`src/rtl/wra_pkg.sv`:
```
package wra_pkg;
    localparam int BYTE_W = 8;
    localparam int SLOT_W = 24;

    typedef enum logic [1:0] {
        SEL_B0   = 2'd0,
        SEL_B1   = 2'd1,
        SEL_B2   = 2'd2,
        SEL_NONE = 2'd3
    } byte_sel_e;

    typedef struct packed {
        logic [BYTE_W-1:0] hi;
        logic [BYTE_W-1:0] lo;
    } stage_t;

    function automatic logic [SLOT_W-1:0] slot_mask(input logic wide24);
        return wide24 ? 24'hFF_FFFF : 24'h00_FFFF;
    endfunction
endpackage

```
`src/rtl/wra_decode.sv`:
```
module wra_decode
    import wra_pkg::*;
#(
    parameter int N16    = 2,
    parameter int N24    = 2,
    parameter int ADDR_W = 5,
    localparam int NREG  = N16 + N24,
    localparam int IDX_W = (NREG > 1) ? $clog2(NREG) : 1
) (
    input  logic [ADDR_W-1:0] addr_i,
    output byte_sel_e         sel_o,
    output logic [IDX_W-1:0]  idx_o,
    output logic              wide24_o,
    output logic              stg_lo_hit_o,
    output logic              stg_hi_hit_o
);
    localparam logic [ADDR_W-3:0] WIN_LIMIT = (ADDR_W-2)'(NREG);
    localparam logic [ADDR_W-1:0] STG_ADDR  = ADDR_W'(4 * NREG);
    localparam logic [IDX_W:0]    FIRST24   = (IDX_W+1)'(N16);

    logic [ADDR_W-3:0] win;
    logic [1:0]        off;

    always_comb begin
        win          = addr_i[ADDR_W-1:2];
        off          = addr_i[1:0];
        sel_o        = SEL_NONE;
        idx_o        = '0;
        wide24_o     = 1'b0;
        stg_lo_hit_o = (addr_i == STG_ADDR);
        stg_hi_hit_o = (addr_i == STG_ADDR + ADDR_W'(1));
        if (win < WIN_LIMIT) begin
            idx_o    = win[IDX_W-1:0];
            wide24_o = ({1'b0, win[IDX_W-1:0]} >= FIRST24);
            unique case (off)
                2'd0: sel_o = SEL_B0;
                2'd1: sel_o = SEL_B1;
                2'd2: sel_o = wide24_o ? SEL_B2 : SEL_NONE;
                default: sel_o = SEL_NONE;
            endcase
        end
    end
endmodule

```
`src/rtl/wra_stage.sv`:
```
module wra_stage
    import wra_pkg::*;
(
    input  logic              clk_i,
    input  logic              rst_ni,
    input  logic              rd_en_i,
    input  logic              wr_en_i,
    input  byte_sel_e         sel_i,
    input  logic              wide24_i,
    input  logic              stg_lo_hit_i,
    input  logic              stg_hi_hit_i,
    input  logic [BYTE_W-1:0] wdata_i,
    input  logic [SLOT_W-1:0] live_slot_i,
    output stage_t            stage_o
);
    stage_t stage_d, stage_q;

    always_comb begin
        stage_d = stage_q;
        if (wr_en_i) begin
            if (stg_lo_hit_i || sel_i == SEL_B1) stage_d.lo = wdata_i;
            if (stg_hi_hit_i || sel_i == SEL_B2) stage_d.hi = wdata_i;
        end else if (rd_en_i && sel_i == SEL_B0) begin
            stage_d.lo = live_slot_i[15:8];
            if (wide24_i) stage_d.hi = live_slot_i[23:16];
        end
    end

    always_ff @(posedge clk_i) begin
        if (!rst_ni) stage_q <= '0;
        else         stage_q <= stage_d;
    end

    assign stage_o = stage_q;
endmodule

```
`src/rtl/wra_bank.sv`:
```
module wra_bank
    import wra_pkg::*;
#(
    parameter int N16    = 2,
    parameter int N24    = 2,
    localparam int NREG  = N16 + N24,
    localparam int IDX_W = (NREG > 1) ? $clog2(NREG) : 1
) (
    input  logic                   clk_i,
    input  logic                   rst_ni,
    input  logic                   commit_i,
    input  logic [IDX_W-1:0]       commit_idx_i,
    input  logic [SLOT_W-1:0]      commit_val_i,
    input  logic                   hw_we_i,
    input  logic [IDX_W-1:0]       hw_idx_i,
    input  logic [SLOT_W-1:0]      hw_data_i,
    input  logic [IDX_W-1:0]       rd_idx_i,
    output logic [SLOT_W-1:0]      rd_slot_o,
    output logic [NREG*SLOT_W-1:0] live_o
);
    logic [NREG-1:0][SLOT_W-1:0] regs_d, regs_q, mask_w;

    for (genvar g = 0; g < NREG; g++) begin : g_mask
        assign mask_w[g] = slot_mask(g >= N16);
    end

    always_comb begin
        regs_d = regs_q;
        for (int i = 0; i < NREG; i++) begin
            if (hw_we_i && hw_idx_i == IDX_W'(i))
                regs_d[i] = hw_data_i & mask_w[i];
            if (commit_i && commit_idx_i == IDX_W'(i))
                regs_d[i] = commit_val_i & mask_w[i];
        end
    end

    always_ff @(posedge clk_i) begin
        if (!rst_ni) regs_q <= '0;
        else         regs_q <= regs_d;
    end

    assign rd_slot_o = regs_q[rd_idx_i];
    assign live_o    = regs_q;
endmodule

```
`src/rtl/wide_reg_access.sv`:
```
module wide_reg_access
    import wra_pkg::*;
#(
    parameter int N16    = 2,
    parameter int N24    = 2,
    parameter int ADDR_W = 5,
    localparam int NREG  = N16 + N24,
    localparam int IDX_W = (NREG > 1) ? $clog2(NREG) : 1
) (
    input  logic                   clk_i,
    input  logic                   rst_ni,
    input  logic                   bus_rd_i,
    input  logic                   bus_wr_i,
    input  logic [ADDR_W-1:0]      bus_addr_i,
    input  logic [7:0]             bus_wdata_i,
    output logic [7:0]             bus_rdata_o,
    input  logic                   hw_we_i,
    input  logic [IDX_W-1:0]       hw_idx_i,
    input  logic [23:0]            hw_data_i,
    output logic [NREG*24-1:0]     live_o
);
    typedef struct packed {
        logic [BYTE_W-1:0] rdata;
    } rd_state_t;

    rd_state_t          rd_d, rd_q;
    byte_sel_e          sel;
    logic [IDX_W-1:0]   idx;
    logic               wide24, stg_lo_hit, stg_hi_hit;
    logic               rd_en, wr_en, commit;
    stage_t             stage;
    logic [SLOT_W-1:0]  live_slot, commit_val;
    logic [BYTE_W-1:0]  mux_byte;

    assign wr_en  = bus_wr_i;
    assign rd_en  = bus_rd_i && !bus_wr_i;
    assign commit = wr_en && sel == SEL_B0;
    assign commit_val = {wide24 ? stage.hi : 8'h00, stage.lo, bus_wdata_i};

    wra_decode #(.N16(N16), .N24(N24), .ADDR_W(ADDR_W)) u_decode (
        .addr_i       (bus_addr_i),
        .sel_o        (sel),
        .idx_o        (idx),
        .wide24_o     (wide24),
        .stg_lo_hit_o (stg_lo_hit),
        .stg_hi_hit_o (stg_hi_hit)
    );

    wra_stage u_stage (
        .clk_i        (clk_i),
        .rst_ni       (rst_ni),
        .rd_en_i      (rd_en),
        .wr_en_i      (wr_en),
        .sel_i        (sel),
        .wide24_i     (wide24),
        .stg_lo_hit_i (stg_lo_hit),
        .stg_hi_hit_i (stg_hi_hit),
        .wdata_i      (bus_wdata_i),
        .live_slot_i  (live_slot),
        .stage_o      (stage)
    );

    wra_bank #(.N16(N16), .N24(N24)) u_bank (
        .clk_i        (clk_i),
        .rst_ni       (rst_ni),
        .commit_i     (commit),
        .commit_idx_i (idx),
        .commit_val_i (commit_val),
        .hw_we_i      (hw_we_i),
        .hw_idx_i     (hw_idx_i),
        .hw_data_i    (hw_data_i),
        .rd_idx_i     (idx),
        .rd_slot_o    (live_slot),
        .live_o       (live_o)
    );

    always_comb begin
        unique case (sel)
            SEL_B0:  mux_byte = live_slot[7:0];
            SEL_B1:  mux_byte = stage.lo;
            SEL_B2:  mux_byte = stage.hi;
            default: mux_byte = stg_lo_hit ? stage.lo :
                                stg_hi_hit ? stage.hi : 8'h00;
        endcase
        rd_d.rdata = rd_en ? mux_byte : 8'h00;
    end

    always_ff @(posedge clk_i) begin
        if (!rst_ni) rd_q <= '0;
        else         rd_q <= rd_d;
    end

    assign bus_rdata_o = rd_q.rdata;
endmodule

```
`config.mk`:
```
export PLATFORM = sky130hd
export DESIGN_NAME = wide_reg_access
export DESIGN_NICKNAME = d
export VERILOG_FILES = /design/src/rtl/wra_pkg.sv /design/src/rtl/wra_decode.sv /design/src/rtl/wra_stage.sv /design/src/rtl/wra_bank.sv /design/src/rtl/wide_reg_access.sv
export SDC_FILE = /design/constraint.sdc
export NUM_CORES = 1
export LEC_CHECK = 0
export BUFFER_PORTS_ARGS = -buffer_cell sky130_fd_sc_hd__buf_2
export CAP_MARGIN = 15
export CORE_UTILIZATION = 57
export DETAILED_ROUTE_END_ITERATION = 12
export GPL_TIMING_DRIVEN = 0
export HOLD_SLACK_MARGIN = 0.02
export PLACE_DENSITY_LB_ADDON = 0.25
export SLEW_MARGIN = 15
export SYNTH_ARGS = -nofsm -noshare
export SYNTH_HDL_FRONTEND = slang
export SYNTH_SLANG_ARGS = --single-unit
```
`constraint.sdc`:
```
create_clock -name clk_i -period 2.53 [get_ports clk_i]
set_clock_uncertainty 0.2 [all_clocks]
set_input_delay 0.253 -clock clk_i [delete_from_list [all_inputs] [get_ports clk_i]]
set_output_delay 0.253 -clock clk_i [all_outputs]
set_load 0.01 [all_outputs]
```
---- After elaboration in Yosys (flattened, before gate mapping) ----
Index checks and enable logic that the tools add are counted.
W data, S select, Z words.
word-level totals
  logic and storage cells ................. 75
  output and inout port bits .............. 104
  bits of input ports ..................... 44
  flip-flop bits (word level) ............. 104
cells by class
  reduce and logical (&&, ||, !) cells .... 27
  order comparisons ....................... 3
  eq/ne operators ......................... 14
  muxes and demuxes ....................... 24
operators with widths
  kind                  count
  $mux W24              5
  $mux W16              6
  $bmux W24 S2          1
  $mux W8               6
  $pmux W8 S3           1
  $eq A2 B2 Y1 const B  6
  $reduce_bool A2 Y1    6
  $logic_and A1 B1 Y1   11
  $eq A5 B5 Y1 const B  2
  $eq A2 B1 Y1 const B  4
  $logic_not A2 Y1      4
  $pmux W2 S3           1
  $mux W2               2
  $ne A2 B1 Y1 const B  2
  $reduce_and A2 Y1     2
  $lt A2 B3 Y1 const B  1
  $lt A3 B3 Y1 const B  1
  $reduce_and A3 Y1     1
  $ge A2 B2 Y1 const B  1
  $logic_or A1 B1 Y1    2
  $mux W1               2
  $logic_not A1 Y1      1

---- Depth between registers and ports, before layout ----
Gate-level depths: netlist of run 1.
  word-level depth ........................ 8
  mapped depth ............................ 7
  depth with buffers taken out ............ 4

---- Cells and area by module ----
From an unflattened synthesis of run 1, not the netlist that was laid out.
second synthesis, totals
  cell total of the unflattened synthesis .. 662
  area, all modules ....................... 5,689.2 sq um
modules (own cells, without submodules)
  module           instances  sequential area each (sq um)  area each (sq um)  cells an instance
  wra_bank         1          1,601.5                       4,195.3            507
  wra_stage        1          320.3                         839.6              79
  wide_reg_access  1          160.2                         579.3              66
  wra_decode       1          0.0                           75.1               10

---- Worst setup path after synthesis of run 1 ----
OpenSTA, ideal clock, no wires.
  path kind ............................... in2reg
  from .................................... input bus_addr_i[3]
  to ...................................... register u_stage.stage_q (netlist bit u_stage.stage_o[10])
  arrival ................................. 1.487 ns
  library setup time ...................... 0.130 ns
  stages on the path ...................... 5
  slack ................................... 0.713 ns
  data required time ...................... 2.200 ns
  buffers on the path ..................... 1
  path through ............................ buf_2 or3b_4 nor3b_4 a21oi_4 mux2i_1
between the ends
  word-level cells in the longest chain between the ends .. 8
  elaborated cells between the ends (all ways) .. 21
  those cells by class .................... order compare (2); eq/ne (3); mux (10); reduce/logical (6)
RTL lines
  item                                                          RTL line                          text
  from (decl)                                                   wide_reg_access.sv:14             input logic [ADDR_W-1:0] bus_addr_i,
  $ge A2 B2 Y1                                                  wra_decode.sv:34                  wide24_o = ({1'b0, win[IDX_W-1:0]} >= FIRST24);
  $mux W1                                                       wra_decode.sv:38                  2'd2: sel_o = wide24_o ? SEL_B2 : SEL_NONE;
  $pmux W2 S3                                                   wra_decode.sv:35                  unique case (off)
  $mux W2                                                       wra_decode.sv:32                  if (win < WIN_LIMIT) begin
  $eq A2 B2 Y1 or $logic_not A2 Y1 (tied branches)              wra_stage.sv:22, wra_stage.sv:23
  $logic_or A1 B1 Y1 or $logic_and A1 B1 Y1 (tied branches)     wra_stage.sv:22, wra_stage.sv:23
  $ne A2 B1 Y1 (no line) or $reduce_bool A2 Y1 (tied branches)  --
  $reduce_and A3 Y1 (no line)                                   --
  to (signal assigned)                                          wra_stage.sv:31                   else stage_q <= stage_d;
  to (decl)                                                     wra_stage.sv:16                   stage_t stage_d, stage_q;
Parallel ways exist; a longest one is shown, timed or not. The select of a mux whose other input is x is not followed.
A chain may end at the register's enable or synchronous reset.

---- Worst setup path in the final report of run 1 ----
  from .................................... input bus_addr_i[2]
  to ...................................... register u_bank.regs_q (netlist bit u_bank.live_o[5])
between the ends
  word-level cells in the longest chain between the ends .. 8
  elaborated cells between the ends (all ways) .. 12
  those cells by class .................... order compare (2); mux (5); reduce/logical (5)
RTL lines
  item                                            RTL line               text
  $ge A2 B2 Y1                                    wra_decode.sv:34
  $mux W1                                         wra_decode.sv:38
  $pmux W2 S3                                     wra_decode.sv:35
  $mux W2                                         wra_decode.sv:32
  $logic_not A2 Y1                                wide_reg_access.sv:37  assign commit = wr_en && sel == SEL_B0;
  $logic_and A1 B1 Y1                             wide_reg_access.sv:37
  $logic_and A1 B1 Y1 (*)                         wra_bank.sv:32         if (commit_i && commit_idx_i == IDX_W'(i))
  $mux W16 or $reduce_bool A2 Y1 (tied branches)  --
  to (signal assigned)                            wra_bank.sv:39         else regs_q <= regs_d;
  to (decl)                                       wra_bank.sv:21         logic [NREG-1:0][SLOT_W-1:0] regs_d, regs_q, mask_w;
Mark *: on every way between the ends. The rest lies on a longest branch, timed or not.

==> run_results.csv, run 1 <==
group,metric,value,unit
synth,syn_avg_cell_area,8.93,µm²
clock_network,clkSlewWorstSetupHoldPaths,0.12,ns
timing,max_slew_margin,38.1,%
floorplanning,initial_standard_cell_utilization_of_the_core,59.7,%
setup_path,crit_required,2.56,ns
placement,hpwlAfterDp,14500,µm
synth,ys_types,38,
floorplanning,num_rows,35,
setup_path,crit_path_frequent_cell,"sky130_fd_sc_hd__buf_2",
synth,yosys_most_used_dff,"sky130_fd_sc_hd__dfxtp_1",
timing,final.period_utilization,88.5,%
routing,post_drt_wl_per_cell,21.6,µm
timing,period_minus_slack,2.24,ns
clock_network,cts_setup_buffers,0,
timing,setup_ws,0.290,ns
clock_network,cts_tree,"built",
timing,fmax,446,MHz
clock_network,clkLatencyLatePin,0.38,ns
routing,drt.antenna.violating_nets,0,
setup_path,worstSetupEndpointType,"flop",
synth,synthesized_instance_count,623,
floorplanning,die_x_extent,101,µm
clock_network,max-clock-path-buffers,2,
grt,globalRouteTotalUtil,39.7,%
setup_path,path_max_fanout,10,
timing,worstMarginPinSlew,0.927,ns
setup_path,cp_slowest_cell,"sky130_fd_sc_hd__o21bai_1",
timing,rsz_0062_raised_after_global_routing,"false",
routing,first_iter_violations,501,
worst_hold_path,type_of_the_tightest_min_delay_check,"input pin to flop",
cells_and_area,area.growth.synth_to_final,20.0,%
cells_and_area,diodes,0,
placement,routabilityCongestion,0.982,
timing,hold_violations,0,
run_status,outcome,"finished clean",
setup_path,sort_of_element_at_the_start_of_the_critical_path,"input pin",
grt,via_count_of_the_first_global_routing_pass,5515,
cells_and_area,finalInstanceArea,6680,µm²
clock_network,cts_hold_buffers,7,
synth,synth-async-reset-ratio,0,%
routing,detail_route.drc_violations,0,
floorplanning,floorplan.core_area,9330,µm²
power_and_ir_drop,power.total,3.38,mW
clock_network,clock_buffer_count_from_cts,9,
setup_path,timing.critical_path.cells,"buf_2, buf_2, o21bai_1, nand3_1, clkbuf_1, nor2_1, a211oi_1",
synth,synth-edff-count,0,
floorplanning,vertical_die_dimension,101,µm
placement,place_ws,-0.0162,ns
placement,post_dp_cell_area,6420,µm²
floorplanning,io_pins,148,
cells_and_area,postLayoutCoreUtil,71.6,%
synth,synth-seq-cells,104,
timing,final-setup-viol-count,0,
timing,final-max-slew-violation-count,0,
synth,yosysSeqAreaShare,37.4,%
power_and_ir_drop,total_leakage_power,3.32,nW
grt,grt_overflow,0,
clock_network,clockRootBuffer,"sky130_fd_sc_hd__clkbuf_8",
grt,grt_first_pass_wirelength,30300,µm
placement,place.port_buffers,127,
setup_path,max_stage_delay,0.77,ns
routing,drt-pass1-iter-count,6,
clock_network,htree_num_levels,3,
power_and_ir_drop,power.density,506,nW/µm²
synth,yosysWarnings,0,
floorplanning,die-area,10200,µm²
routing,wire_length_after_detailed_routing,19800,µm
synth,syn-cell-area,5570,µm²
clock_network,cts-resized-gates,0,
cells_and_area,finalNetCount,827,
setup_path,critPathArrivalTime,2.27,ns
clock_network,clkSinkCount,104,
run,max_cap_violations,0,
cells_and_area,mostFrequentLayoutCells,"146 x sky130_fd_sc_hd__buf_2, 104 x sky130_fd_sc_hd__mux2i_1, 104 x sky130_fd_sc_hd__dfxtp_1, 89 x sky130_fd_sc_hd__a211oi_1, 83 x sky130_fd_sc_hd__nor2_1",
cells_and_area,final_common_cell,"sky130_fd_sc_hd__buf_2",
power_and_ir_drop,peak_supply_drop,0.000280,V
cells_and_area,final_layout_size_suffix_gt1_share,24.9,%
routing,vias,5758,
cells_and_area,fillers,754,
grt,antenna_violations_before_repair,0,
grt,pin_count_of_the_biggest_net_entering_global_routing,20,
setup_path,setup.worst_path.class,"input pin to flop",
routing,vias_per_cell,6.28,
cell families (layout without fill, tap and decap cells):
kind of cell    count (synthesis)  after routing  synth area share [%]
other cells                     1             16                0.0674
mux                           112            112                  20.3
simple gates                  156            156                  12.8
compound gates                168            168                  22.3
buf+inv                        82            232                  7.17
flops                         104            104                  37.4
flip-flops by register name, summed over array words and instances, names as in the netlist:
register / cells
bus_rdata_o: 8
u_bank.live_o: 80
u_stage.stage_o: 16
report_power, final:
part | internal [mW] | total (mW) | switching [mW]
combinational | 0.232 | 0.581 | 0.350
clock | 0.381 | 1.04 | 0.657
sequential | 1.70 | 1.76 | 0.0569
Yosys cell counts (all sizes together) (2+ instances only):
library cell	instances	area [µm²]
dfxtp	104	2080
mux2i	104	1040
a211oi	89	668
nor2	83	312
buf	42	249
nand2	34	128
clkbuf	31	116
a21oi	26	141
o21ai	17	85.1
nand2b	12	75.1
nor3	10	61.3
a221oi	9	85.1
a32o	9	91.3
inv	9	33.8
a22oi	8	60.1
mux2	8	90.1
o221a	8	90.1
nor2b	3	18.8
or3b	3	28.8
nand3	2	10.0
nand3b	2	15.0
nand4b	2	17.5
nor3b	2	26.3
layer usage:
layer	track usage, %	up-vias	share of wire, %
met5	0	-	0
met4	18.8	0	3.3
met3	6.03	50	9.6
met2	61.0	393	45
met1	54.7	2734	42
li1	-	2581	-
path summary, 6_finish.rpt:
| check | slack, ns | startpoint | cells after the start | endpoint |
|---|---|---|---|---|
| min | 0.02 | hw_data_i[16] | 3 | u_bank.live_o[64] |
| min reg2reg | 0.32 | u_stage.stage_o[14] | 2 | u_stage.stage_o[14] |
| max | 0.29 | bus_addr_i[2] | 7 | u_bank.live_o[5] |
| max reg2reg | 1.00 | u_stage.stage_o[0] | 4 | bus_rdata_o[0] |
through the flow:
step	hold WS [ns]	TNS [ns]	instances
after global placement	0.293	0	894
after global routing	0.0274	0	917
after detailed placement	0.303	-0.0323	894
final	0.0246	0	917
after CTS	0.0205	0	917
after floorplan	0.236	0	638
area by class of cell:
class	instances	area, µm²	area share, %
multi-input combinational	452	3140	47.0
clock buffer	9	124	1.86
clock inverter	7	63.8	0.956
tap	129	161	2.42
buffer	73	365	5.47
inverter	9	33.8	0.506
timing repair buffer	134	706	10.6
sequential	104	2080	31.2
worst max-delay path: cells and delay by family:
family | cells | cell delay (ns)
AOI/OAI and AO/OA | 2 | 0.85
buffers and inverters | 3 | 0.71
and+or+nand+nor | 2 | 0.45
(Power assumes the default switching activity.)
==> inputs of run 2 (changes only) <==
==> constraint.sdc (replaced) <==
create_clock -name clk_i -period 2.53 [get_ports clk_i]
set_clock_uncertainty 0.2 [all_clocks]
set_input_delay 0.1265 -clock clk_i [delete_from_list [all_inputs] [get_ports clk_i]]
set_output_delay 0.1265 -clock clk_i [all_outputs]
set_load 0.01 [all_outputs]
==> run 2 against run 1 <==
Setup slack got worse by 0.20 ns. Cell count is 3.6% higher. Sequential power hardly changed. Largest cell class unchanged. Critical endpoint is now u_bank.live_o[79]. Via count is 3.0% higher. Register-to-register slack got worse by 0.08 ns. Critical path depth is 1 higher. Maximum frequency fell by 8.1%. Flip-flop and latch count unchanged. Routed wire length increased by 3.0%. Worst hold slack gained 0.078 ns. Largest power group unchanged. Die area stayed put. Count of clock-buffer cells in the layout did not move.
==> run_results.csv, run 2 (same netlist as run 1, synthesis figures left out) <==
group,metric,value,unit
cells_and_area,final_layout_size_suffix_gt1_share,24.0,%
placement,place.port_buffers,127,
grt,grt_first_pass_wirelength,31300,µm
cells_and_area,flip_flop_count_of_the_largest_register_all_copies_and_words_added,80,
setup_path,path_max_fanout,10,
worst_hold_path,timing.hold.worst_endpoint,"u_bank.live_o[70]",
power_and_ir_drop,peak_supply_drop,0.000267,V
setup_path,sort_of_element_at_the_start_of_the_critical_path,"input pin",
timing,final-max-slew-violation-count,0,
cells_and_area,final_common_cell,"sky130_fd_sc_hd__buf_2",
floorplanning,floorplan.core_area,9330,µm²
placement,post_dp_cell_area,6420,µm²
floorplanning,vertical_die_dimension,101,µm
cells_and_area,finalInstanceArea,7010,µm²
placement,dp_cells,894,
routing,first_iter_violations,553,
power_and_ir_drop,switch_share,31.5,%
power_and_ir_drop,seq_power_share,51.3,%
power_and_ir_drop,total_switching_power,1.08,mW
routing,wire_length_after_detailed_routing,20400,µm
setup_path,crit_required,2.66,ns
clock_network,clockRootBuffer,"sky130_fd_sc_hd__clkbuf_8",
placement,hpwlAfterDp,14500,µm
cells_and_area,seqCellArea,2080,µm²
timing,final.period_utilization,96.3,%
timing,worstMarginPinSlew,0.914,ns
routing,vias,5933,
grt,globalRouteTotalUtil,41.0,%
power_and_ir_drop,power.share.combinational,18.2,%
timing,fmax,410,MHz
cells_and_area,mostFrequentLayoutCells,"146 x sky130_fd_sc_hd__buf_2, 104 x sky130_fd_sc_hd__mux2i_1, 104 x sky130_fd_sc_hd__dfxtp_1, 89 x sky130_fd_sc_hd__a211oi_1, 83 x sky130_fd_sc_hd__nor2_1",
setup_path,critPathArrivalTime,2.57,ns
routing,post_drt_wl_per_cell,21.4,µm
routing,drt-pass1-iter-count,5,
power_and_ir_drop,power.density,488,nW/µm²
floorplanning,initial_standard_cell_utilization_of_the_core,59.7,%
worst_hold_path,worst_hold_path.num_cells,5,
worst_hold_path,hp-start,"bus_addr_i[3]",
setup_path,reg2reg_to,"u_bank.live_o[79]",
cells_and_area,fillers,712,
routing,vias_per_cell,6.25,
grt,antenna_violations_before_repair,0,
clock_network,clkSinkCount,104,
power_and_ir_drop,clkPwrFrac,30.5,%
setup_path,setup.worst_path.class,"input pin to flop",
cells_and_area,diodes,0,
cells_and_area,final_cell_count_no_fill,950,
setup_path,rrSetupSlack,0.92,ns
run,max_cap_violations,0,
timing,max_slew_margin,39.0,%
setup_path,rr_startpoint,"u_bank.live_o[79]",
routing,detail_route.drc_violations,0,
floorplanning,die_x_extent,101,µm
cells_and_area,area.growth.synth_to_final,25.9,%
placement,routabilityCongestion,0.982,
run_status,outcome,"finished clean",
setup_path,reg2reg_depth,3,
floorplanning,io_pins,148,
timing,final-setup-viol-count,0,
clock_network,htree_num_levels,3,
clock_network,max-clock-path-buffers,2,
cells_and_area,finalNetCount,860,
timing,hold_violations,0,
timing,rsz_0062_raised_after_global_routing,"false",
clock_network,clock_buffer_count_from_cts,9,
cells_and_area,postLayoutCoreUtil,75.1,%
floorplanning,num_rows,35,
power_and_ir_drop,power.total,3.42,mW
routing,drt.antenna.violating_nets,0,
cells_and_area,multiInputGateArea,3140,µm²
clock_network,clkLatencyLatePin,0.38,ns
grt,pin_count_of_the_biggest_net_entering_global_routing,20,
floorplanning,die-area,10200,µm²
power_and_ir_drop,design_internal_power,2.34,mW
clock_network,cts_tree,"built",
grt,grt_overflow,0,
timing,period_minus_slack,2.44,ns
setup_path,worstSetupEndpointType,"flop",
clock_network,clkSlewWorstSetupHoldPaths,0.12,ns
grt,via_count_of_the_first_global_routing_pass,5754,
power_and_ir_drop,total_leakage_power,3.48,nW
timing,final.setup.tns,0,ns
worst_hold_path,type_of_the_tightest_min_delay_check,"input pin to flop",
## run 2: cell types whose count changed in the layout (fill, tap and decap cells not counted)
cell | previous run | this run
sky130_fd_sc_hd__clkbuf_1 | 31 | 30
sky130_fd_sc_hd__clkbuf_2 | 0 | 1
sky130_fd_sc_hd__dlygate4sd3_1 | 7 | 40
## run 2: timing repair
action                     CTS  global route
hold buffers                40             0
setup buffers                0             0
gates resized for setup      0             2
hold endpoints to repair    87             0
setup endpoints to repair    0             3
## run 2: per-stage QoR
| step | worst slack, ns | hold WS [ns] |
|---|---|---|
| after floorplan | 0.840 | 0.109 |
| after global placement | 0.179 | 0.277 |
| after detailed placement | 0.110 | 0.286 |
| after CTS | 0.0400 | 0.0794 |
| after global routing | 0.00202 | 0.138 |
| final | 0.0938 | 0.102 |
## run 2: layout make-up
cell class,count,area share [%]
Buffer,73,5.23
Clock buffer,9,1.77
Clock inverter,7,0.911
Inverter,9,0.482
Multi-Input combinational cell,452,44.8
Sequential cell,104,29.7
Tap cell,129,2.30
Timing Repair Buffer,167,14.8
## run 2: how the worst max path moves through the flow
stage | startpoint | to | slack (ns) | cells past startpoint
6_report | bus_addr_i[2] | u_bank.live_o[79] | 0.09 | 8
5_1_grt | bus_addr_i[2] | u_bank.live_o[54] | 0.002 | 8
4_1_cts | bus_addr_i[2] | u_bank.live_o[76] | 0.04 | 8
3_5_place_dp | bus_addr_i[2] | u_bank.live_o[5] | 0.11 | 7
3_3_place_gp | bus_addr_i[2] | u_bank.live_o[1] | 0.18 | 7
2_1_floorplan | bus_addr_i[3] | u_stage.stage_o[10] | 0.84 | 5
## run 2: power by group through the flow
stage                     combinational [mW]  clock (mW)  sequential (mW)
after floorplan                        0.314           0             1.80
after global placement                 0.545           0             1.79
after detailed placement               0.556           0             1.79
after CTS                              0.603        1.03             1.75
after global routing                   0.663        1.09             1.76
final                                  0.623        1.04             1.76
## run 2: critical path, stage by stage
cell and delay (ns):
sky130_fd_sc_hd__buf_2 0.13, sky130_fd_sc_hd__buf_2 0.34, sky130_fd_sc_hd__buf_4 0.30, sky130_fd_sc_hd__nand4_1 0.17
sky130_fd_sc_hd__clkbuf_1 0.31, sky130_fd_sc_hd__clkbuf_2 0.33, sky130_fd_sc_hd__a211oi_1 0.25, sky130_fd_sc_hd__dlygate4sd3_1 0.60
## run 2: routing by layer
layer | track usage, % | routed length [µm] | vias up
met4 | 22.2 | 932 | 0
li1 | - | - | 2649
met2 | 63.6 | 9210 | 401
met1 | 55.0 | 8400 | 2817
met5 | 0 | 0 | -
met3 | 5.96 | 1820 | 66
